## src/rtl/bcd_conv_pkg.sv

```systemverilog
package bcd_conv_pkg;

  typedef struct packed {
    logic loadRes;   // capture a new result this edge
    logic bcdToBin;  // direction: 1 = decimal to binary
    logic wide;      // size: 1 = 32-bit word
  } convStrobes_t;

  localparam logic [3:0] SIGN_POS = 4'h0;
  localparam logic [3:0] SIGN_NEG = 4'hF;

  function automatic longint unsigned maxDecimal(input int digits);
    longint unsigned v;
    v = 1;
    for (int i = 0; i < digits; i++) v = v * 10;
    return v - 1;
  endfunction

endpackage

```

## src/rtl/bcd_conv_ctrl.sv

```systemverilog
module bcd_conv_ctrl
  import bcd_conv_pkg::*;
(
  input  logic         clk,
  input  logic         rstN,
  input  logic         enIn,
  input  logic [1:0]   funcSel,
  input  logic         overflow,
  input  logic         badDigit,
  output convStrobes_t strobes,
  output logic         enOut,
  output logic         invalidOut
);

  logic enNext;
  logic invNext;

  always_comb begin
    strobes.loadRes  = enIn;
    strobes.bcdToBin = funcSel[0];
    strobes.wide     = funcSel[1];
    enNext  = enIn && (funcSel[0] || !overflow);
    invNext = enIn && funcSel[0] && badDigit;
  end

  always_ff @(posedge clk or negedge rstN) begin
    if (!rstN) begin
      enOut      <= 1'b0;
      invalidOut <= 1'b0;
    end else begin
      enOut      <= enNext;
      invalidOut <= invNext;
    end
  end

  // idle request clears both flags at the next edge
  a_r7_idle_flags: assert property (@(posedge clk) disable iff (!rstN)
    !enIn |=> (!enOut && !invalidOut));

  // decimal-to-binary never reports overflow
  a_r5_no_overflow: assert property (@(posedge clk) disable iff (!rstN)
    (enIn && funcSel[0]) |=> enOut);

  // binary-to-decimal never raises the invalid flag
  a_r10_bin_valid: assert property (@(posedge clk) disable iff (!rstN)
    (enIn && !funcSel[0]) |=> !invalidOut);

endmodule

```

## src/rtl/bcd_conv_datapath.sv

```systemverilog
module bcd_conv_datapath
  import bcd_conv_pkg::*;
#(
  parameter int NARROW_W = 16,
  parameter int WIDE_W   = 32
) (
  input  logic              clk,
  input  logic              rstN,
  input  convStrobes_t      strobes,
  input  logic [WIDE_W-1:0] dataIn,
  output logic [WIDE_W-1:0] resultQ,
  output logic              overflow,
  output logic              badDigit
);

  localparam int NARROW_DIGITS = NARROW_W / 4 - 1;
  localparam int WIDE_DIGITS   = WIDE_W / 4 - 1;
  localparam int DIG_BITS      = WIDE_DIGITS * 4;
  localparam longint unsigned NARROW_MAX = maxDecimal(NARROW_DIGITS);
  localparam longint unsigned WIDE_MAX   = maxDecimal(WIDE_DIGITS);
  localparam int MAG_W = $clog2(WIDE_MAX + 1);
  localparam logic [WIDE_W:0] NARROW_LIM = (WIDE_W+1)'(NARROW_MAX);
  localparam logic [WIDE_W:0] WIDE_LIM   = (WIDE_W+1)'(WIDE_MAX);

  // ---------------- binary to decimal ----------------
  logic [WIDE_W:0]   binVal;
  logic              binNeg;
  logic [WIDE_W:0]   binMag;
  logic [DIG_BITS-1:0] digits;
  logic [3:0]        binSign;
  logic [WIDE_W-1:0] bcdWord;

  function automatic logic [DIG_BITS-1:0] dabble(input logic [MAG_W-1:0] mag);
    logic [DIG_BITS-1:0] acc;
    acc = '0;
    for (int b = MAG_W - 1; b >= 0; b--) begin
      for (int d = 0; d < WIDE_DIGITS; d++) begin
        if (acc[d*4 +: 4] >= 4'd5) acc[d*4 +: 4] = acc[d*4 +: 4] + 4'd3;
      end
      acc = {acc[DIG_BITS-2:0], mag[b]};
    end
    return acc;
  endfunction

  always_comb begin
    if (strobes.wide)
      binVal = {dataIn[WIDE_W-1], dataIn};
    else
      binVal = {{(WIDE_W-NARROW_W+1){dataIn[NARROW_W-1]}}, dataIn[NARROW_W-1:0]};
    binNeg   = binVal[WIDE_W];
    binMag   = binNeg ? (~binVal + 1'b1) : binVal;
    overflow = binMag > (strobes.wide ? WIDE_LIM : NARROW_LIM);
    digits   = dabble(binMag[MAG_W-1:0]);
    binSign  = binNeg ? SIGN_NEG : SIGN_POS;
    if (strobes.wide)
      bcdWord = {binSign, digits};
    else
      bcdWord = {{(WIDE_W-NARROW_W){1'b0}}, binSign, digits[NARROW_DIGITS*4-1:0]};
  end

  // ---------------- decimal to binary ----------------
  logic [3:0]        signNib;
  logic [WIDE_W-1:0] accum;
  logic [WIDE_W-1:0] signedVal;
  logic [WIDE_W-1:0] binWord;
  logic              nibBad;

  always_comb begin
    signNib = strobes.wide ? dataIn[WIDE_W-1 -: 4] : dataIn[NARROW_W-1 -: 4];
    nibBad  = 1'b0;
    accum   = '0;
    for (int d = WIDE_DIGITS - 1; d >= 0; d--) begin
      if (strobes.wide || d < NARROW_DIGITS) begin
        if (dataIn[d*4 +: 4] > 4'd9) nibBad = 1'b1;
        accum = accum * WIDE_W'(10) + WIDE_W'(dataIn[d*4 +: 4]);
      end
    end
    badDigit  = nibBad || !(signNib == SIGN_POS || signNib == SIGN_NEG);
    signedVal = (signNib == SIGN_NEG) ? (~accum + 1'b1) : accum;
    if (strobes.wide)
      binWord = signedVal;
    else
      binWord = {{(WIDE_W-NARROW_W){1'b0}}, signedVal[NARROW_W-1:0]};
  end

  // ---------------- result register ----------------
  always_ff @(posedge clk or negedge rstN) begin
    if (!rstN)
      resultQ <= '0;
    else if (strobes.loadRes) begin
      if (strobes.bcdToBin)
        resultQ <= badDigit ? '0 : binWord;
      else
        resultQ <= overflow ? '0 : bcdWord;
    end
  end

  // the result register holds while no request is presented
  a_r7_hold: assert property (@(posedge clk) disable iff (!rstN)
    !strobes.loadRes |=> $stable(resultQ));

  // narrow modes leave the upper half of the result clear
  a_r2_narrow_upper: assert property (@(posedge clk) disable iff (!rstN)
    (strobes.loadRes && !strobes.wide) |=> (resultQ[WIDE_W-1:NARROW_W] == '0));

endmodule

```

## src/rtl/bcd_bin_conv.sv

```systemverilog
module bcd_bin_conv
  import bcd_conv_pkg::*;
#(
  parameter int NARROW_W = 16,
  parameter int WIDE_W   = 32
) (
  input  logic              clk,
  input  logic              rstN,
  input  logic              enIn,
  input  logic [1:0]        funcSel,
  input  logic [WIDE_W-1:0] dataIn,
  output logic [WIDE_W-1:0] dataOut,
  output logic              enOut,
  output logic              invalidOut
);

  convStrobes_t strobes;
  logic overflow;
  logic badDigit;

  bcd_conv_ctrl u_ctrl (
    .clk        (clk),
    .rstN       (rstN),
    .enIn       (enIn),
    .funcSel    (funcSel),
    .overflow   (overflow),
    .badDigit   (badDigit),
    .strobes    (strobes),
    .enOut      (enOut),
    .invalidOut (invalidOut)
  );

  bcd_conv_datapath #(.NARROW_W(NARROW_W), .WIDE_W(WIDE_W)) u_dp (
    .clk      (clk),
    .rstN     (rstN),
    .strobes  (strobes),
    .dataIn   (dataIn),
    .resultQ  (dataOut),
    .overflow (overflow),
    .badDigit (badDigit)
  );

  // a malformed operand always leaves a zero result
  a_r6_invalid_zero: assert property (@(posedge clk) disable iff (!rstN)
    invalidOut |-> (dataOut == '0));

  // a binary request that reports failure leaves a zero result
  a_r4_overflow_zero: assert property (@(posedge clk) disable iff (!rstN)
    (enIn && !funcSel[0]) |=> (enOut || dataOut == '0));

endmodule

```

## config.mk

```make
export PLATFORM = sky130hd
export DESIGN_NAME = bcd_bin_conv
export DESIGN_NICKNAME = d
export VERILOG_FILES = /design/src/rtl/bcd_conv_pkg.sv /design/src/rtl/bcd_conv_ctrl.sv /design/src/rtl/bcd_conv_datapath.sv /design/src/rtl/bcd_bin_conv.sv
export SDC_FILE = /design/constraint.sdc
export NUM_CORES = 1
export LEC_CHECK = 0
export CAP_MARGIN = 10
export CORE_MARGIN = 3
export CORE_UTILIZATION = 55
export DETAILED_ROUTE_END_ITERATION = 12
export PLACE_DENSITY = 0.79
export RECOVER_POWER = 50
export SLEW_MARGIN = 30
export SYNTH_ARGS = -nofsm -noshare
export SYNTH_HDL_FRONTEND = slang
export SYNTH_SLANG_ARGS = --single-unit
```

## constraint.sdc

```tcl
create_clock -name clk -period 1.25 [get_ports clk]
set_clock_uncertainty 0.2 [all_clocks]
set_input_delay 0.1875 -clock clk [delete_from_list [all_inputs] [get_ports clk]]
set_output_delay 0.1875 -clock clk [all_outputs]
set_load 0.02 [all_outputs]
```

==> results of run 1 <==
==> through the flow <==
| step | instances | TNS, ns |
|---|---|---|
| 4_1_cts | 5045 | -427.22 |
| 3_5_place_dp | 4861 | -468.87 |
| 3_3_place_gp | 4861 | -435.40 |
| 2_1_floorplan | 3107 | -431.59 |
==> what timing repair did <==
action / CTS
gates cloned: 2
resized for setup: 666
endpoints found under the setup margin: 68
pin swaps: 325
buffers inserted: 176
==> per-layer routing <==
layer,overflow,global-route usage [%]
met1,41,90.1
met2,1006,109
met3,56,85.7
met4,517,103
met5,14,64.3
==> Yosys cell counts (all sizes together) (56+ instances only) <==
library cell / number
inv: 249
a21oi: 268
nor3: 98
o21ai: 194
nand3: 88
o21bai: 76
ha: 283
nand2: 215
nor2: 264
mux2i: 57
xnor2: 170
and3: 60
clkbuf: 56
xor2: 104
==> kinds of logic after synthesis <==
| kind of cell | share of synthesized area (%) |
|---|---|
| muxes | 4.42 |
| adders and majority gates | 16.9 |
| DFF | 3.79 |
| and+or+nand+nor | 22.7 |
| xor gates and xnor gates | 11.4 |
| other | 0.0167 |
| buffers and inverters | 5.53 |
| AOI/OAI and AO/OA | 35.2 |
==> results.tsv, run 1 <==
stage	metric	value	unit
run_status	status	did not finish	
run_status	Fail Step	global routing (5_1_grt)	
run_status	error msg	[ERROR GRT-0116] Global routing finished with congestion. Check the congestion regions in the DRC Viewer.	
floorplanning	initial core utilization	56.1	%
grt	largest net degree at the start of global routing	47	
cts	hold buffers post-CTS	0	
floorplanning	Die X	208	um
floorplanning	Site Rows	73	
floorplanning	num ports	71	
grt	vias in the first global route	50100	
floorplanning	die height	208	um
logic_synthesis	cell taking the most area after synthesis	ha_1	
logic_synthesis	Seq/Total Area, Yosys	3.79	%
grt	first-pass GRT wire length	336000	um
placement	GP Congestion	0.974	
cts	Num CTS Buffers	5	
logic_synthesis	Synth Instances	3104	
logic_synthesis	Post-synth EDFFs	0	
placement	number of port buffers	70	
logic_synthesis	Async S/R FF share, synth	100	%
logic_synthesis	top-area cell type share of the netlist area	15.8	%
logic_synthesis	Post-Syn Area	0.0224	mm^2
logic_synthesis	synthesis-stage register bit count	34	
cts	CTS max path bufs	2	
grt	gr usage total	95.6	%
placement	Final HPWL DP	74900	um
cts	clock root cell	clkbuf_16	
placement	placed cell areas	0.0341	mm^2
cts	H-tree levels	2	
placement	Post-Place Worst Slack	-16.19	ns
logic_synthesis	Unique masters post-synth	146	
cts	Clock Sinks	34	
grt	gr ovfl total	1634	
logic_synthesis	Top FF cell, synth	dfrtp_1	
logic_synthesis	Yosys Warn Count	0	
logic_synthesis	synth top area cells	ha_1, xnor2_1, a21oi_1	
logic_synthesis	Mean Syn Cell Area	7.23	um^2
==> run 2: changes to the inputs <==
CORE_UTILIZATION = 40   (was 55)
PLACE_DENSITY = not set   (was 0.79)
PLACE_DENSITY_LB_ADDON = 0.15   (was not set)
==> results.tsv, run 2 <==
stage	metric	value	unit	change
final_layout	fill count	3994		
timing	RSZ-0062 raised after global routing	yes		
run_status	failing checks	setup timing		
grt	first-pass GRT wire length	133000	um	
placement	GP Congestion	0.908		-6.7%
timing	Tcrit/Tclk final	1280	%	
final_layout	max reg flops	32		
logic_synthesis	Top FF cell, synth	dfrtp_1		
logic_synthesis	Async S/R FF share, synth	100	%	unchanged
route	1st-iter DRT viols	1691		
worst_setup_path	critical path type	in2reg		
logic_synthesis	top-area cell type share of the netlist area	15.8	%	unchanged
final_layout	top flop regs	u_dp.resultQ: 32 flops, u_ctrl.enOut: 1 flops, u_ctrl.invalidOut: 1 flops		
grt	vias in the first global route	29400		
floorplanning	die area	0.0590	mm^2	
timing	Slew Viols, Final	0		
placement	Final HPWL DP	62200	um	-17%
floorplanning	Site Rows	86		+18%
worst_setup_path	CP max stage cell	or4_4		
final_layout	Non-Filler Instances	5330		
final_layout	nets@finish	4913		
logic_synthesis	Synth Instances	3104		unchanged
floorplanning	initial core utilization	40.6	%	-16 points
placement	number of port buffers	70		unchanged
floorplanning	Core ar.	0.0553	mm^2	
timing	Slew @ Worst Pin	0.766	ns	
logic_synthesis	count leader, synth	ha_1		
route	DR pass1 iterations	5		
cts	Num CTS Buffers	5		unchanged
worst_setup_path	crit-path max FO	5		
timing	Fmax	62.3	MHz	
logic_synthesis	synth top area cells	ha_1, xnor2_1, a21oi_1		
cts	Clock Sinks	34		unchanged
final_layout	synthesis-to-layout area growth	79.1	%	
logic_synthesis	Yosys Warn Count	0		unchanged
route	vias per cell	5.59		
cts	clock root cell	clkbuf_16		
grt	gr usage total	25.6	%	
cts	clk_lat worst skew	0.28	ns	
worst_setup_path	CP Data Required Time	1.25	ns	
floorplanning	Die X	243	um	+17%
worst_setup_path	most used cell, CP	ha_4		
logic_synthesis	top cells by count, synth	ha_1, a21oi_1, nor2_1		
run	max-cap check violation count	0		
timing	clock period minus final worst setup slack	16.06	ns	
grt	gr ovfl total	0		
logic_synthesis	synthesis-stage register bit count	34		unchanged
route	DR WL/cell	16.9	um	
logic_synthesis	Mean Syn Cell Area	7.23	um^2	unchanged
cts	hold buffers post-CTS	0		unchanged
final_layout	multi-input logic area	0.0254	mm^2	
route	drc violations	0		
final_layout	most common cell after layout, fill and taps aside	buf_4		
cts	TritonCTS clock tree	built		
placement	dpl cells	5121		+5.3%
final_layout	layout cell share with drive strength beyond 1	53.4	%	
logic_synthesis	Post-Syn Area	0.0224	mm^2	unchanged
final_layout	final core occ	72.6	%	
logic_synthesis	Post-synth EDFFs	0		unchanged
timing	Final setup violation count	38		
final_layout	register area	856	um^2	
run_status	status	finished with violations		
timing	hold_ws	0.164	ns	
worst_setup_path	Critical Path End Type	register		
worst_setup_path	Setup crit start kind	input port		
logic_synthesis	Unique masters post-synth	146		unchanged
route	total wire length	90200	um	
floorplanning	num ports	71		unchanged
cts	H-tree levels	2		unchanged
logic_synthesis	Seq/Total Area, Yosys	3.79	%	unchanged
timing	Max transition margin	48.9	%	
final_layout	most frequent cells in the layout	buf_4, nor2_1, nand2_1		
worst_setup_path	critical path arrival	16.06	ns	
cts	Worst-path clk slew	0.05	ns	
cts	CTS max path bufs	2		unchanged
logic_synthesis	cell taking the most area after synthesis	ha_1		
route	Routed Antenna Nets	0		
min_path	class of the worst hold path	in2reg		
grt	largest net degree at the start of global routing	47		
route	via count	29800		
floorplanning	die height	243	um	+17%
timing	setup ws final	-14.81	ns	
final_layout	Reg with most FFs	u_dp.resultQ		
grt	antenna violations before repair	4		
final_layout	# diodes	0		
worst_setup_path	max incr delay on CP	0.45	ns	
timing	Hold Fails Final Rpt	0		
==> run 2: final timing paths <==
path | cells past startpoint | to | startpoint | slack, ns
max in group asynchronous | 2 | u_dp.resultQ[3]$_DFFE_PN0P_ | rstN | 0.27
worst min-delay path | 3 | u_dp.resultQ[22]$_DFFE_PN0P_ | enIn | 0.16
worst max register to register | 2 | u_dp.resultQ[0]$_DFFE_PN0P_ | u_dp.resultQ[0]$_DFFE_PN0P_ | 0.19
min in group asynchronous | 2 | u_dp.resultQ[22]$_DFFE_PN0P_ | rstN | 0.22
worst min register to register | 2 | u_dp.resultQ[23]$_DFFE_PN0P_ | u_dp.resultQ[23]$_DFFE_PN0P_ | 0.33
worst max-delay path | 99 | u_dp.resultQ[6]$_DFFE_PN0P_ | dataIn[3] | -14.81
==> run 2: repair_timing <==
action / 4_1_cts / 5_1_grt
setup buffers: 101 / 108
pin swaps: 234 / 307
gates cloned: 0 / 0
endpoints found under the setup margin: 67 / 44
gates resized for setup: 412 / 509
==> run 2: critical path, delay by kind of cell <==
family                   cells  cell delay (ns)
XOR/XNOR                     1             0.16
buffers and inverters       15             1.33
adder cells (fa/ha/maj)     16             2.95
AO/OA/AOI/OAI               41             6.61
AND/OR/NAND/NOR             23             3.99
multiplexers                 3             0.84
==> run 2: logic make-up after synthesis <==
group	count (synthesis)	synth area share, %
AOI/OAI and AO/OA	1083	35.2
and+or+nand+nor	1002	22.7
buffers and inverters	323	5.53
adders and majority gates	296	16.9
xor gates and xnor gates	275	11.4
muxes	90	4.42
DFF	34	3.79
other	1	0.0167
==> run 2: layout make-up <==
| type | instances | share of cell area, % |
|---|---|---|
| clock buffers | 6 | 0.346 |
| clock inverters | 2 | 0.0311 |
| inverters | 250 | 2.37 |
| multi-input cells | 2750 | 63.3 |
| flip-flops and latches | 34 | 2.13 |
| well taps | 748 | 2.33 |
| repair buffers | 1540 | 29.5 |
==> run 2: per-layer routing <==
| metal | track usage [%] | wire [um] | vias to the layer above | share of wire (%) |
|---|---|---|---|---|
| li1 | - | - | 14500 | - |
| met1 | 30.5 | 37100 | 14400 | 41 |
| met2 | 49.8 | 47200 | 679 | 52 |
| met3 | 1.37 | 2700 | 231 | 3.0 |
| met4 | 6.26 | 3210 | 6 | 3.6 |
| met5 | 0 | 38 | - | 0.042 |
==> run 2: per-stage QoR <==
step / worst slack, ns / area (um^2) / setup TNS, ns
4_1_cts: -15.05 / 36900 / -425.81
6_report: -14.81 / 40200 / -423.86
5_1_grt: -15.56 / 40200 / -447.02
3_3_place_gp: -15.09 / 34600 / -440.90
2_1_floorplan: -15.51 / 23800 / -431.59
3_5_place_dp: -16.01 / 34600 / -458.88
Power of run 2 is left out: the tool's default activity adds up to more than one toggle a clock period on the data nets, which glitch-free logic cannot reach.
==> run 3: changes to the inputs <==
SETUP_SLACK_MARGIN = 0.02   (was not set)
==> results.tsv, run 3 (same netlist as run 2, synthesis figures left out) <==
stage	metric	value	unit	change
final_layout	synthesis-to-layout area growth	79.5	%	
cts	H-tree levels	2		unchanged
worst_setup_path	r2r worst-path depth	3		+1
run	max-cap check violation count	0		unchanged
placement	number of port buffers	70		unchanged
min_path	class of the worst hold path	in2reg		
timing	clock period minus final worst setup slack	16.05	ns	-0.00830 ns
timing	Slew Viols, Final	0		unchanged
route	DR WL/cell	16.9	um	-0.43%
worst_setup_path	crit-path max FO	4		-1
run_status	failing checks	setup timing		
worst_setup_path	R2R setup slack	0.18	ns	about the same
route	DR pass1 iterations	6		+1
final_layout	nets@finish	4913		unchanged
cts	Num CTS Buffers	5		unchanged
cts	Worst-path clk slew	0.05	ns	about the same
timing	Tcrit/Tclk final	1280	%	about the same
timing	Hold Fails Final Rpt	0		unchanged
floorplanning	num ports	71		unchanged
grt	first-pass GRT wire length	133000	um	about the same
placement	placed cell areas	0.0346	mm^2	unchanged
grt	gr usage total	25.6	%	about the same
worst_setup_path	most used cell, CP	ha_4		
route	vias per cell	5.57		-0.37%
worst_setup_path	Worst R2R End	u_dp.resultQ[8]$_DFFE_PN0P_		
worst_setup_path	CP max stage cell	or4_4		
cts	TritonCTS clock tree	built		
floorplanning	Die X	243	um	unchanged
floorplanning	die area	0.0590	mm^2	unchanged
floorplanning	initial core utilization	40.6	%	unchanged
run_status	status	finished with violations		
route	drc violations	0		unchanged
placement	GP Congestion	0.908		unchanged
route	total wire length	89800	um	-0.43%
final_layout	Reg with most FFs	u_dp.resultQ		
final_layout	Final Instance Area	0.0403	mm^2	+0.22%
floorplanning	Core ar.	0.0553	mm^2	unchanged
cts	clock root cell	clkbuf_16		
timing	Final setup violation count	39		+2.6%
min_path	worst hold path startpoint	enIn		
final_layout	final core occ	72.8	%	+0.16 points
floorplanning	Site Rows	86		unchanged
min_path	hold path cells	3		unchanged
grt	vias in the first global route	29400		-0.020%
route	Routed Antenna Nets	0		unchanged
final_layout	most common cell after layout, fill and taps aside	buf_4		
grt	gr ovfl total	0		unchanged
worst_setup_path	CP Data Required Time	1.25	ns	about the same
worst_setup_path	Worst path top cell family by delay	compound AO/OA/AOI/OAI gates		
cts	Clock Sinks	34		unchanged
final_layout	top flop regs	u_dp.resultQ: 32 flops, u_ctrl.enOut: 1 flops, u_ctrl.invalidOut: 1 flops		
worst_setup_path	Setup crit start kind	input port		
timing	RSZ-0062 raised after global routing	yes		
placement	Final HPWL DP	62200	um	unchanged
grt	largest net degree at the start of global routing	47		unchanged
route	via count	29700		-0.37%
timing	Slew @ Worst Pin	0.758	ns	-0.00778 ns
cts	CTS max path bufs	2		unchanged
timing	setup ws final	-14.80	ns	+0.00830 ns
worst_setup_path	Critical Path End Type	register		
final_layout	# diodes	0		unchanged
worst_setup_path	worst r2r src	u_dp.resultQ[8]$_DFFE_PN0P_		
worst_setup_path	critical path arrival	16.05	ns	about the same
worst_setup_path	max incr delay on CP	0.45	ns	about the same
timing	sum of negative setup slack	-423.57	ns	+0.292 ns
grt	antenna violations before repair	4		unchanged
timing	Max transition margin	49.4	%	+0.52 points
final_layout	max reg flops	32		unchanged
floorplanning	die height	243	um	unchanged
cts	clk_lat worst skew	0.28	ns	about the same
final_layout	layout cell share with drive strength beyond 1	53.4	%	unchanged
route	1st-iter DRT viols	1653		-2.2%
min_path	hold path endpoint	u_dp.resultQ[22]$_DFFE_PN0P_		
cts	hold buffers post-CTS	0		unchanged
worst_setup_path	critical path type	in2reg		
timing	Fmax	62.3	MHz	about the same
final_layout	most frequent cells in the layout	buf_4, nor2_1, nand2_1		
worst_setup_path	buffers plus inverters on the worst setup path	17		+2
[run 3: cell counts in the layout (fill, tap and decap cells not counted)]
Identical to the previous run, type by type.
[run 3: worst min-delay path, cell delays in order]
cell and delay (ns):
buf_2 0.14, buf_4 0.15, a41oi_2 0.12
[run 3: how the worst max path moves through the flow]
stage              start                      endpoint  slack [ns]  cells after the start
3_5_place_dp   dataIn[0]   u_dp.resultQ[6]$_DFFE_PN0P_      -16.01                    105
3_3_place_gp   dataIn[0]  u_dp.resultQ[18]$_DFFE_PN0P_      -15.09                     97
4_1_cts        dataIn[1]   u_dp.resultQ[6]$_DFFE_PN0P_      -15.05                    106
6_report       dataIn[3]   u_dp.resultQ[6]$_DFFE_PN0P_      -14.80                    101
2_1_floorplan  dataIn[7]   u_dp.resultQ[6]$_DFFE_PN0P_      -15.51                    102
5_1_grt        dataIn[3]  u_dp.resultQ[10]$_DFFE_PN0P_      -15.56                    103
[run 3: what timing repair did]
| action | CTS | global route |
|---|---|---|
| gates resized for setup | 413 | 538 |
| pin swaps | 234 | 307 |
| setup buffers | 101 | 108 |
| gates cloned | 0 | 0 |
| hold endpoints to repair | 0 | 0 |
| endpoints found under the setup margin | 67 | 62 |
[run 3: layout make-up]
cell class / instances / area (um^2)
Timing Repair Buffer: 1540 / 11900
Fill cell: 3976 / 15000
Inverter: 250 / 952
Clock buffer: 6 / 139
Multi-Input combinational cell: 2750 / 25400
Clock inverter: 2 / 12.5
Sequential cell: 34 / 856
Tap cell: 748 / 936
[run 3: stage by stage]
step                      instances  setup WS (ns)  hold slack, ns
after detailed placement       5121         -16.01           0.308
after CTS                      5230         -15.05          0.0781
final                          5330         -14.80           0.162
after global routing           5330         -15.56           0.194
after global placement         5121         -15.09           0.312
after floorplan                3107         -15.51          -0.308
[run 3: routing by layer]
layer  vias to the layer above  wire (um)  global-route usage [%]
met4                         6       2950                    6.15
met1                     14300      37000                    30.5
met5                         -         34                       0
li1                      14500          -                       -
met2                       647      47200                    49.9
met3                       218       2630                    1.37
Power of run 3 is left out for the same reason.
